File: src/rtl/txn_pkg.sv
package txn_pkg;
  typedef enum logic [1:0] {
    CAUSE_CONFLICT = 2'b00,
    CAUSE_CAPACITY = 2'b01,
    CAUSE_EXTERNAL = 2'b10,
    CAUSE_EXPLICIT = 2'b11
  } abort_cause_e;
endpackage

File: src/rtl/txn_line_set.sv
// Fully associative set of line tags with per-entry valid bits.
module txn_line_set #(
  parameter int ENTRIES = 16,
  parameter int TAGW    = 26
) (
  input  logic            clk,
  input  logic            rst_n,
  input  logic            clr,
  input  logic            ins_en,
  input  logic [TAGW-1:0] ins_tag,
  input  logic [TAGW-1:0] probe_tag,
  output logic            probe_hit,
  output logic            ins_present,
  output logic            full
);
  logic [ENTRIES-1:0]           vld;
  logic [ENTRIES-1:0][TAGW-1:0] tags;
  logic [ENTRIES-1:0]           probe_match;
  logic [ENTRIES-1:0]           ins_match;
  logic [ENTRIES-1:0]           free_slots;
  logic [ENTRIES-1:0]           pick;
  logic                         do_ins;

  for (genvar g = 0; g < ENTRIES; g++) begin : g_cmp
    assign probe_match[g] = vld[g] && (tags[g] == probe_tag);
    assign ins_match[g]   = vld[g] && (tags[g] == ins_tag);
  end

  assign probe_hit   = |probe_match;
  assign ins_present = |ins_match;
  assign full        = &vld;
  assign free_slots  = ~vld;
  assign pick        = free_slots & (~free_slots + 1'b1);
  assign do_ins      = ins_en && !clr && !ins_present && !full;

  always_ff @(posedge clk) begin
    if (!rst_n) begin
      vld <= '0;
    end else if (clr) begin
      vld <= '0;
    end else if (do_ins) begin
      vld <= vld | pick;
    end
  end

  always_ff @(posedge clk) begin
    for (int i = 0; i < ENTRIES; i++) begin
      if (do_ins && pick[i]) tags[i] <= ins_tag;
    end
  end

  AST_UNIQUE_LINE: assert property (@(posedge clk) disable iff (!rst_n)
    $onehot0(probe_match) && $onehot0(ins_match));
  AST_INSERT_GROWS: assert property (@(posedge clk) disable iff (!rst_n)
    do_ins |=> ($countones(vld) == $countones($past(vld)) + 1));
  AST_CLEAR_EMPTIES: assert property (@(posedge clk) disable iff (!rst_n)
    clr |=> !probe_hit && !ins_present);
endmodule

File: src/rtl/txn_abort_arb.sv
// Fixed-priority selection among simultaneous abort reasons.
module txn_abort_arb
  import txn_pkg::*;
(
  input  logic         conflict,
  input  logic         capacity,
  input  logic         external,
  input  logic         explicit,
  output logic         any,
  output abort_cause_e cause
);
  always_comb begin
    any = conflict || capacity || external || explicit;
    if (conflict)      cause = CAUSE_CONFLICT;
    else if (capacity) cause = CAUSE_CAPACITY;
    else if (external) cause = CAUSE_EXTERNAL;
    else               cause = CAUSE_EXPLICIT;
  end

  always_comb begin
    if (external && !conflict && !capacity)
      AST_EXT_OVER_EXPL: assert (cause == CAUSE_EXTERNAL);
  end
endmodule

File: src/rtl/txn_set_tracker.sv
module txn_set_tracker
  import txn_pkg::*;
#(
  parameter int AW        = 32,
  parameter int LINE_BITS = 6,
  parameter int ENTRIES   = 16
) (
  input  logic          clk,
  input  logic          rst_n,
  input  logic          txn_begin,
  input  logic          txn_commit,
  input  logic          txn_abort_req,
  input  logic          txn_abort_ext,
  input  logic          acc_valid,
  input  logic          acc_write,
  input  logic [AW-1:0] acc_addr,
  input  logic          snp_valid,
  input  logic          snp_write,
  input  logic [AW-1:0] snp_addr,
  output logic          abort_pulse,
  output logic [1:0]    abort_cause,
  output logic          end_clear
);
  localparam int TAGW = AW - LINE_BITS;

  logic            active;
  logic [TAGW-1:0] acc_tag, snp_tag;
  logic            rd_hit, rd_present, rd_full;
  logic            wr_hit, wr_present, wr_full;
  logic            rd_ins, wr_ins;
  logic            snp_conflict, cap_abort, ext_abort, expl_abort;
  logic            any_abort, ending;
  abort_cause_e    sel_cause;

  assign acc_tag = acc_addr[AW-1:LINE_BITS];
  assign snp_tag = snp_addr[AW-1:LINE_BITS];

  assign snp_conflict = active && snp_valid && (wr_hit || (snp_write && rd_hit));
  assign cap_abort    = active && acc_valid &&
                        (acc_write ? (!wr_present && wr_full) : (!rd_present && rd_full));
  assign ext_abort    = active && txn_abort_ext;
  assign expl_abort   = active && txn_abort_req;
  assign ending       = active && (any_abort || txn_commit);
  assign rd_ins       = active && acc_valid && !acc_write;
  assign wr_ins       = active && acc_valid && acc_write;

  txn_line_set #(.ENTRIES(ENTRIES), .TAGW(TAGW)) i_rd_set (
    .clk(clk), .rst_n(rst_n), .clr(ending), .ins_en(rd_ins), .ins_tag(acc_tag),
    .probe_tag(snp_tag), .probe_hit(rd_hit), .ins_present(rd_present), .full(rd_full)
  );

  txn_line_set #(.ENTRIES(ENTRIES), .TAGW(TAGW)) i_wr_set (
    .clk(clk), .rst_n(rst_n), .clr(ending), .ins_en(wr_ins), .ins_tag(acc_tag),
    .probe_tag(snp_tag), .probe_hit(wr_hit), .ins_present(wr_present), .full(wr_full)
  );

  txn_abort_arb i_arb (
    .conflict(snp_conflict), .capacity(cap_abort), .external(ext_abort),
    .explicit(expl_abort), .any(any_abort), .cause(sel_cause)
  );

  always_ff @(posedge clk) begin
    if (!rst_n) begin
      active      <= 1'b0;
      abort_pulse <= 1'b0;
      abort_cause <= CAUSE_CONFLICT;
      end_clear   <= 1'b0;
    end else begin
      abort_pulse <= active && any_abort;
      end_clear   <= ending;
      if (active && any_abort) abort_cause <= sel_cause;
      if (!active)     active <= txn_begin;
      else if (ending) active <= 1'b0;
    end
  end

  AST_IDLE_QUIET: assert property (@(posedge clk) disable iff (!rst_n)
    !active |=> !abort_pulse && !end_clear);
  AST_ABORT_CLEARS: assert property (@(posedge clk) disable iff (!rst_n)
    abort_pulse |-> end_clear);
  AST_READ_SNOOP_HIT: assert property (@(posedge clk) disable iff (!rst_n)
    (active && snp_valid && !snp_write && wr_hit) |=>
      abort_pulse && abort_cause == CAUSE_CONFLICT);
  AST_WRITE_SNOOP_HIT: assert property (@(posedge clk) disable iff (!rst_n)
    (active && snp_valid && snp_write && (rd_hit || wr_hit)) |=>
      abort_pulse && abort_cause == CAUSE_CONFLICT);
  AST_CAPACITY: assert property (@(posedge clk) disable iff (!rst_n)
    (cap_abort && !snp_conflict) |=> abort_pulse && abort_cause == CAUSE_CAPACITY);
  AST_COMMIT_RACE: assert property (@(posedge clk) disable iff (!rst_n)
    (active && txn_commit && snp_conflict) |=> abort_pulse);
  AST_REGION_CLOSES: assert property (@(posedge clk) disable iff (!rst_n)
    ending |=> !active);
endmodule

File: config.mk
export PLATFORM = sky130hd
export DESIGN_NAME = txn_set_tracker
export DESIGN_NICKNAME = d
export VERILOG_FILES = /design/src/rtl/txn_pkg.sv /design/src/rtl/txn_line_set.sv /design/src/rtl/txn_abort_arb.sv /design/src/rtl/txn_set_tracker.sv
export SDC_FILE = /design/constraint.sdc
export NUM_CORES = 2
export LEC_CHECK = 0
export ABC_AREA = 0
export BUFFER_PORTS_ARGS = -buffer_cell sky130_fd_sc_hd__buf_2
export CELL_PAD_IN_SITES_DETAIL_PLACEMENT = 0
export CELL_PAD_IN_SITES_GLOBAL_PLACEMENT = 1
export CORE_MARGIN = 2
export CORE_UTILIZATION = 49
export CTS_BUF_LIST = sky130_fd_sc_hd__clkbuf_2 sky130_fd_sc_hd__clkbuf_4 sky130_fd_sc_hd__clkbuf_8
export DETAILED_ROUTE_END_ITERATION = 16
export PLACE_DENSITY_LB_ADDON = 0.1
export SYNTH_ARGS = -nofsm -noshare
export SYNTH_HDL_FRONTEND = slang
export SYNTH_HIERARCHICAL = 1
export SYNTH_SLANG_ARGS = --single-unit
export TNS_END_PERCENT = 5
File: constraint.sdc
create_clock -name clk -period 6.12 [get_ports clk]
set_input_delay 0 -clock clk [delete_from_list [all_inputs] [get_ports clk]]
set_output_delay 0 -clock clk [all_outputs]
set_load 0.01 [all_outputs]
==> results.txt <==
The relative area change from synthesis to final layout came out at 13.9%. The tightest slew margin relative to the limit is 37.1%. The cell area after synthesis came out at 49100 um2.

The count of flip-flops with a built-in enable after synthesis came out at about 830. In the finished design, the share of the clock period the worst path needs comes to 95.8%. Dividing total power by cell area gives a power density of around 250 nW/um2. The largest fanout on the critical path is 26. The CTS tree is built. The I/O pin total is 78. The number of max-cap violations came out at 0. The fill cell instance count of the final layout is 8311. The via count of the first global-routing pass is 35400. The later pin in the worst-skew pair is clocked with a latency of ~0.86 ns. For flop-to-flop paths, the worst setup slack is 0.26 ns. Once detail routing completed, the nets flagged for antenna violations numbered 0. The share of power burned in combinational logic is between 10% and 20%.

The detail-routed via count per cell is 6.43. The count of yosys warnings during synthesis came out at 6. The flow ran to the end, and the final reports show no timing, DRC or antenna violations. The proportion of synthesized chip area in sequential cells came out at 52.4%. In this run, the clock network consumes 40.9% of the power.

The path class of the tightest hold or removal check is in -> reg. The routability congestion estimate is 1.00. After synthesis, the cell types taking the most area are sky130_fd_sc_hd__edfxtp_1, sky130_fd_sc_hd__xnor2_1, sky130_fd_sc_hd__nand4_1, sky130_fd_sc_hd__xor2_1, sky130_fd_sc_hd__nor4_1. Traced cell by cell, the critical path runs through xnor2_1, nand4_1, nor4_1, nand4_1, nand4_1, or4_1, a21oi_1, nor2_1, dlygate4sd3_1, nor2_2, nand2_1, o21a_1, nand2b_1, or2_2, nor4b_2, buf_4.

The fraction of synthesized cell area taken by the top area cell type came out at 50.9%. The via count of the routed design came out at 36000. The port buffer count came out at 65. Data on the critical path is required at its endpoint by 6.61 ns. Total power for the finished layout comes to roughly 14000 uW. The leakage power total came out at 0.0167 uW.

The pin slew with the least headroom to its limit is roughly 0.94 ns. In the final layout, the share of cells above drive strength 1 is between 15 and 20%. The largest total area in the synthesized netlist belongs to sky130_fd_sc_hd__edfxtp_1. The delay contributed by the slowest stage of the critical path came out at 0.74 ns. Setup repair after global routing left no endpoint under its margin.

The final-report max-slew violation count is 0. The switching power as a share of total power came out at 26.6%. In the synthesized netlist the dominant register cell turns out to be sky130_fd_sc_hd__edfxtp_1. The clock sink count came out at slightly below 900.

Of all flip-flops after synthesis, the portion carrying an async set or reset was 0%. The library cell appearing most often on the critical path is sky130_fd_sc_hd__nand4_1. The top cell types in the final layout, fill and taps aside, are sky130_fd_sc_hd__xnor2_1, sky130_fd_sc_hd__edfxtp_1, sky130_fd_sc_hd__nand4_1, sky130_fd_sc_hd__xor2_1, sky130_fd_sc_hd__buf_4.

The cell sitting at the root of the clock tree is a sky130_fd_sc_hd__clkbuf_8. Entering global routing, the biggest net connects 47 pins. The average cell area after synthesis is 12.7 um2.

At the worst endpoint, the arrival time is around 6.4 ns. After detailed routing, the number of remaining DRC violations is 0. The share of total power dissipated in sequential elements is 47.2%. After synthesis the netlist holds a flip-flop and latch count of 869. The clock-pin transition on the worst setup and hold timing paths came out at 0.06 ns. The critical path is of the reg -> reg type. The area of the multi-input gates came out at 21900 um2.

The number of H-tree levels came out at 4. The die span in x came out at 321 um. The number of hold violations in the final report is 0.

The number of CTS-inserted buffers came out at 157. The area taken by flip-flops and latches came out at about 26000 um2. The overall global routing resource usage came out at 35.6%. The initial core utilization came out at 49.3%. Across the routed clock network, the largest skew measured is 0.0403 ns.

The most common library cell in the layout ignoring fill and taps is sky130_fd_sc_hd__xnor2_1. The length of the first detailed-routing pass in iterations is 6. The count of placed standard cells including taps is between 5000 and 6000. The wire length of the first global-routing pass came out at around 260000 um. The post-synthesis net count is between 3000 and 4000. Setup violations remaining at the end of the flow were counted as 0. In the synthesized netlist, the number of instances is between 3000 and 4000. The final routed wirelength across all metal layers came out at 184000 um. For this run, the number of standard cells in the final layout without fillers is 5602. The net switching power is 3670 uW.

In this run the core area contains 116 standard-cell rows. The average wire per standard cell came out at between 30 and 40 um. The detailed router finished its first iteration with 5041 violations.

The internal power component is a little over 10000 uW. The netlist uses 52 different library cells. The largest voltage drop on the vdd net came out at 0.000171 V. The worst setup path is launched from a flip-flop.

The time the final worst path needs with I/O delays and setup is about 5.9 ns. The number of buffers between clock root and the deepest sink came out at 3. The y dimension of the die came out at 321 um. The region available for standard cell placement spans 99700 um2. Buffers added to address setup during post-CTS repair amount to 0. After the last flow step, the layout net total stands at 4250.

The detailed-placement wirelength estimate is 123000 um. Among all stages on the critical path, the largest delay is contributed by sky130_fd_sc_hd__or2_2. The number of antenna violations at the first check in global routing is 6. The sum of overflow across all layers after global routing came out at 0. The overall die area came out at ~100000 um2. The maximum clock frequency came out at 0.171 GHz.

STA classifies the critical path endpoint as a flip-flop.
-- flip-flops by register name, indices dropped and copies added (netlist names) --
signal / count
i_wr_set/tags: 416
i_rd_set/tags: 416
end_clear: 1
abort_pulse: 1
i_rd_set/vld: 16
abort_cause: 2
i_wr_set/vld: 16
active: 1
-- critical path: cells and delay by family (launching register included) --
family / cells / cell delay (ns)
and+or+nand+nor: 11 / 3.28
buffers and inverters: 2 / 0.98
AOI/OAI and AO/OA: 2 / 0.62
DFF: 1 / 0.42
xor gates and xnor gates: 1 / 0.16
-- repair_timing --
item | 4_1_cts | 5_1_grt
hold endpoints to repair | 836 | 0
setup endpoints to repair | 0 | 3
hold buffers | 43 | 0
gates resized for setup | 0 | 1
-- Yosys cell counts, types with 3 or more instances --
library cell / count
sky130_fd_sc_hd__a21boi_1: 3
sky130_fd_sc_hd__a22o_1: 4
sky130_fd_sc_hd__a22oi_1: 24
sky130_fd_sc_hd__and2_1: 9
sky130_fd_sc_hd__and3_1: 5
sky130_fd_sc_hd__and4_1: 4
sky130_fd_sc_hd__buf_2: 76
sky130_fd_sc_hd__buf_4: 33
sky130_fd_sc_hd__buf_6: 82
sky130_fd_sc_hd__clkbuf_1: 44
sky130_fd_sc_hd__dfxtp_1: 37
sky130_fd_sc_hd__edfxtp_1: 832
sky130_fd_sc_hd__inv_1: 9
sky130_fd_sc_hd__nand2_1: 49
sky130_fd_sc_hd__nand2b_1: 8
sky130_fd_sc_hd__nand3_1: 68
sky130_fd_sc_hd__nand4_1: 554
sky130_fd_sc_hd__nor2_1: 10
sky130_fd_sc_hd__nor2_2: 3
sky130_fd_sc_hd__nor3_1: 86
sky130_fd_sc_hd__nor4_1: 178
sky130_fd_sc_hd__nor4_2: 14
sky130_fd_sc_hd__nor4b_1: 8
sky130_fd_sc_hd__o21a_1: 5
sky130_fd_sc_hd__o31ai_2: 6
sky130_fd_sc_hd__o41ai_1: 6
sky130_fd_sc_hd__o41ai_2: 12
sky130_fd_sc_hd__or2_1: 4
sky130_fd_sc_hd__or3_1: 4
sky130_fd_sc_hd__or4_1: 8
sky130_fd_sc_hd__xnor2_1: 1300
sky130_fd_sc_hd__xnor2_2: 8
sky130_fd_sc_hd__xor2_1: 356
-- final cells by class --
class	instances	area share, %
antenna	4	0.0179
clock buffer	206	4.59
clock inverter	77	1.05
inverter	9	0.0604
multi-input combinational	2766	39.1
sequential	869	46.0
tap	1298	2.90
timing repair buffer	373	6.30
-- per-stage QoR --
step	worst slack (ns)	hold WS, ns	TNS (ns)	utilization, %	instance area (um2)
after global placement	0.601	0.246	0	52.5	52300
after CTS	0.337	0.0354	0	56.1	55900
after global routing	0.0434	0.0645	0	56.1	55900
after detailed placement	0.549	0.251	0	52.5	52300
final	0.260	0.106	0	56.1	55900
after floorplan	-0.0486	0.0989	-2.53	-	49100
-- routing by layer --
metal  routed length [um]  share of wire [%]  track usage, %
met5                    0                  0               0
met4                 7390                4.0            13.2
met3                21100                 11            8.03
met2                78600                 43            52.3
met1                77300                 42            51.3
-- power groups by stage --
| stage | Clock, uW | Combinational (uW) | Sequential, uW |
|---|---|---|---|
| after floorplan | 0 | 878 | 6660 |
| after global placement | 0 | 1570 | 6660 |
| after detailed placement | 0 | 1570 | 6660 |
| after CTS | 5730 | 1600 | 6530 |
| after global routing | 6000 | 1690 | 6530 |
| final | 5660 | 1640 | 6530 |
-- cell families (layout without fill, tap and decap cells) --
family          Yosys count  count (layout)  share of synthesized area, %
buf+inv                 246             665                          3.58
flops                   869             869                          52.4
compound gates           77              77                          1.53
xor+xnor               1664            1664                          29.8
other cells               0               4                             0
simple gates           1025            1025                          12.7
-- worst paths after layout --
| path | from | endpoint | cells after the start |
|---|---|---|---|
| setup / recovery | i_wr_set/tags[16]$_DFFE_PP_ | i_rd_set/tags[37]$_DFFE_PP_ | 16 |
| hold / removal | acc_addr[9] | i_rd_set/tags[263]$_DFFE_PP_ | 2 |
| setup reg to reg | i_wr_set/tags[16]$_DFFE_PP_ | i_rd_set/tags[37]$_DFFE_PP_ | 16 |
| hold reg to reg | i_wr_set/vld[14]$_SDFFE_PP0P_ | i_wr_set/vld[14]$_SDFFE_PP0P_ | 2 |
Power figures use the tool's default switching activity.
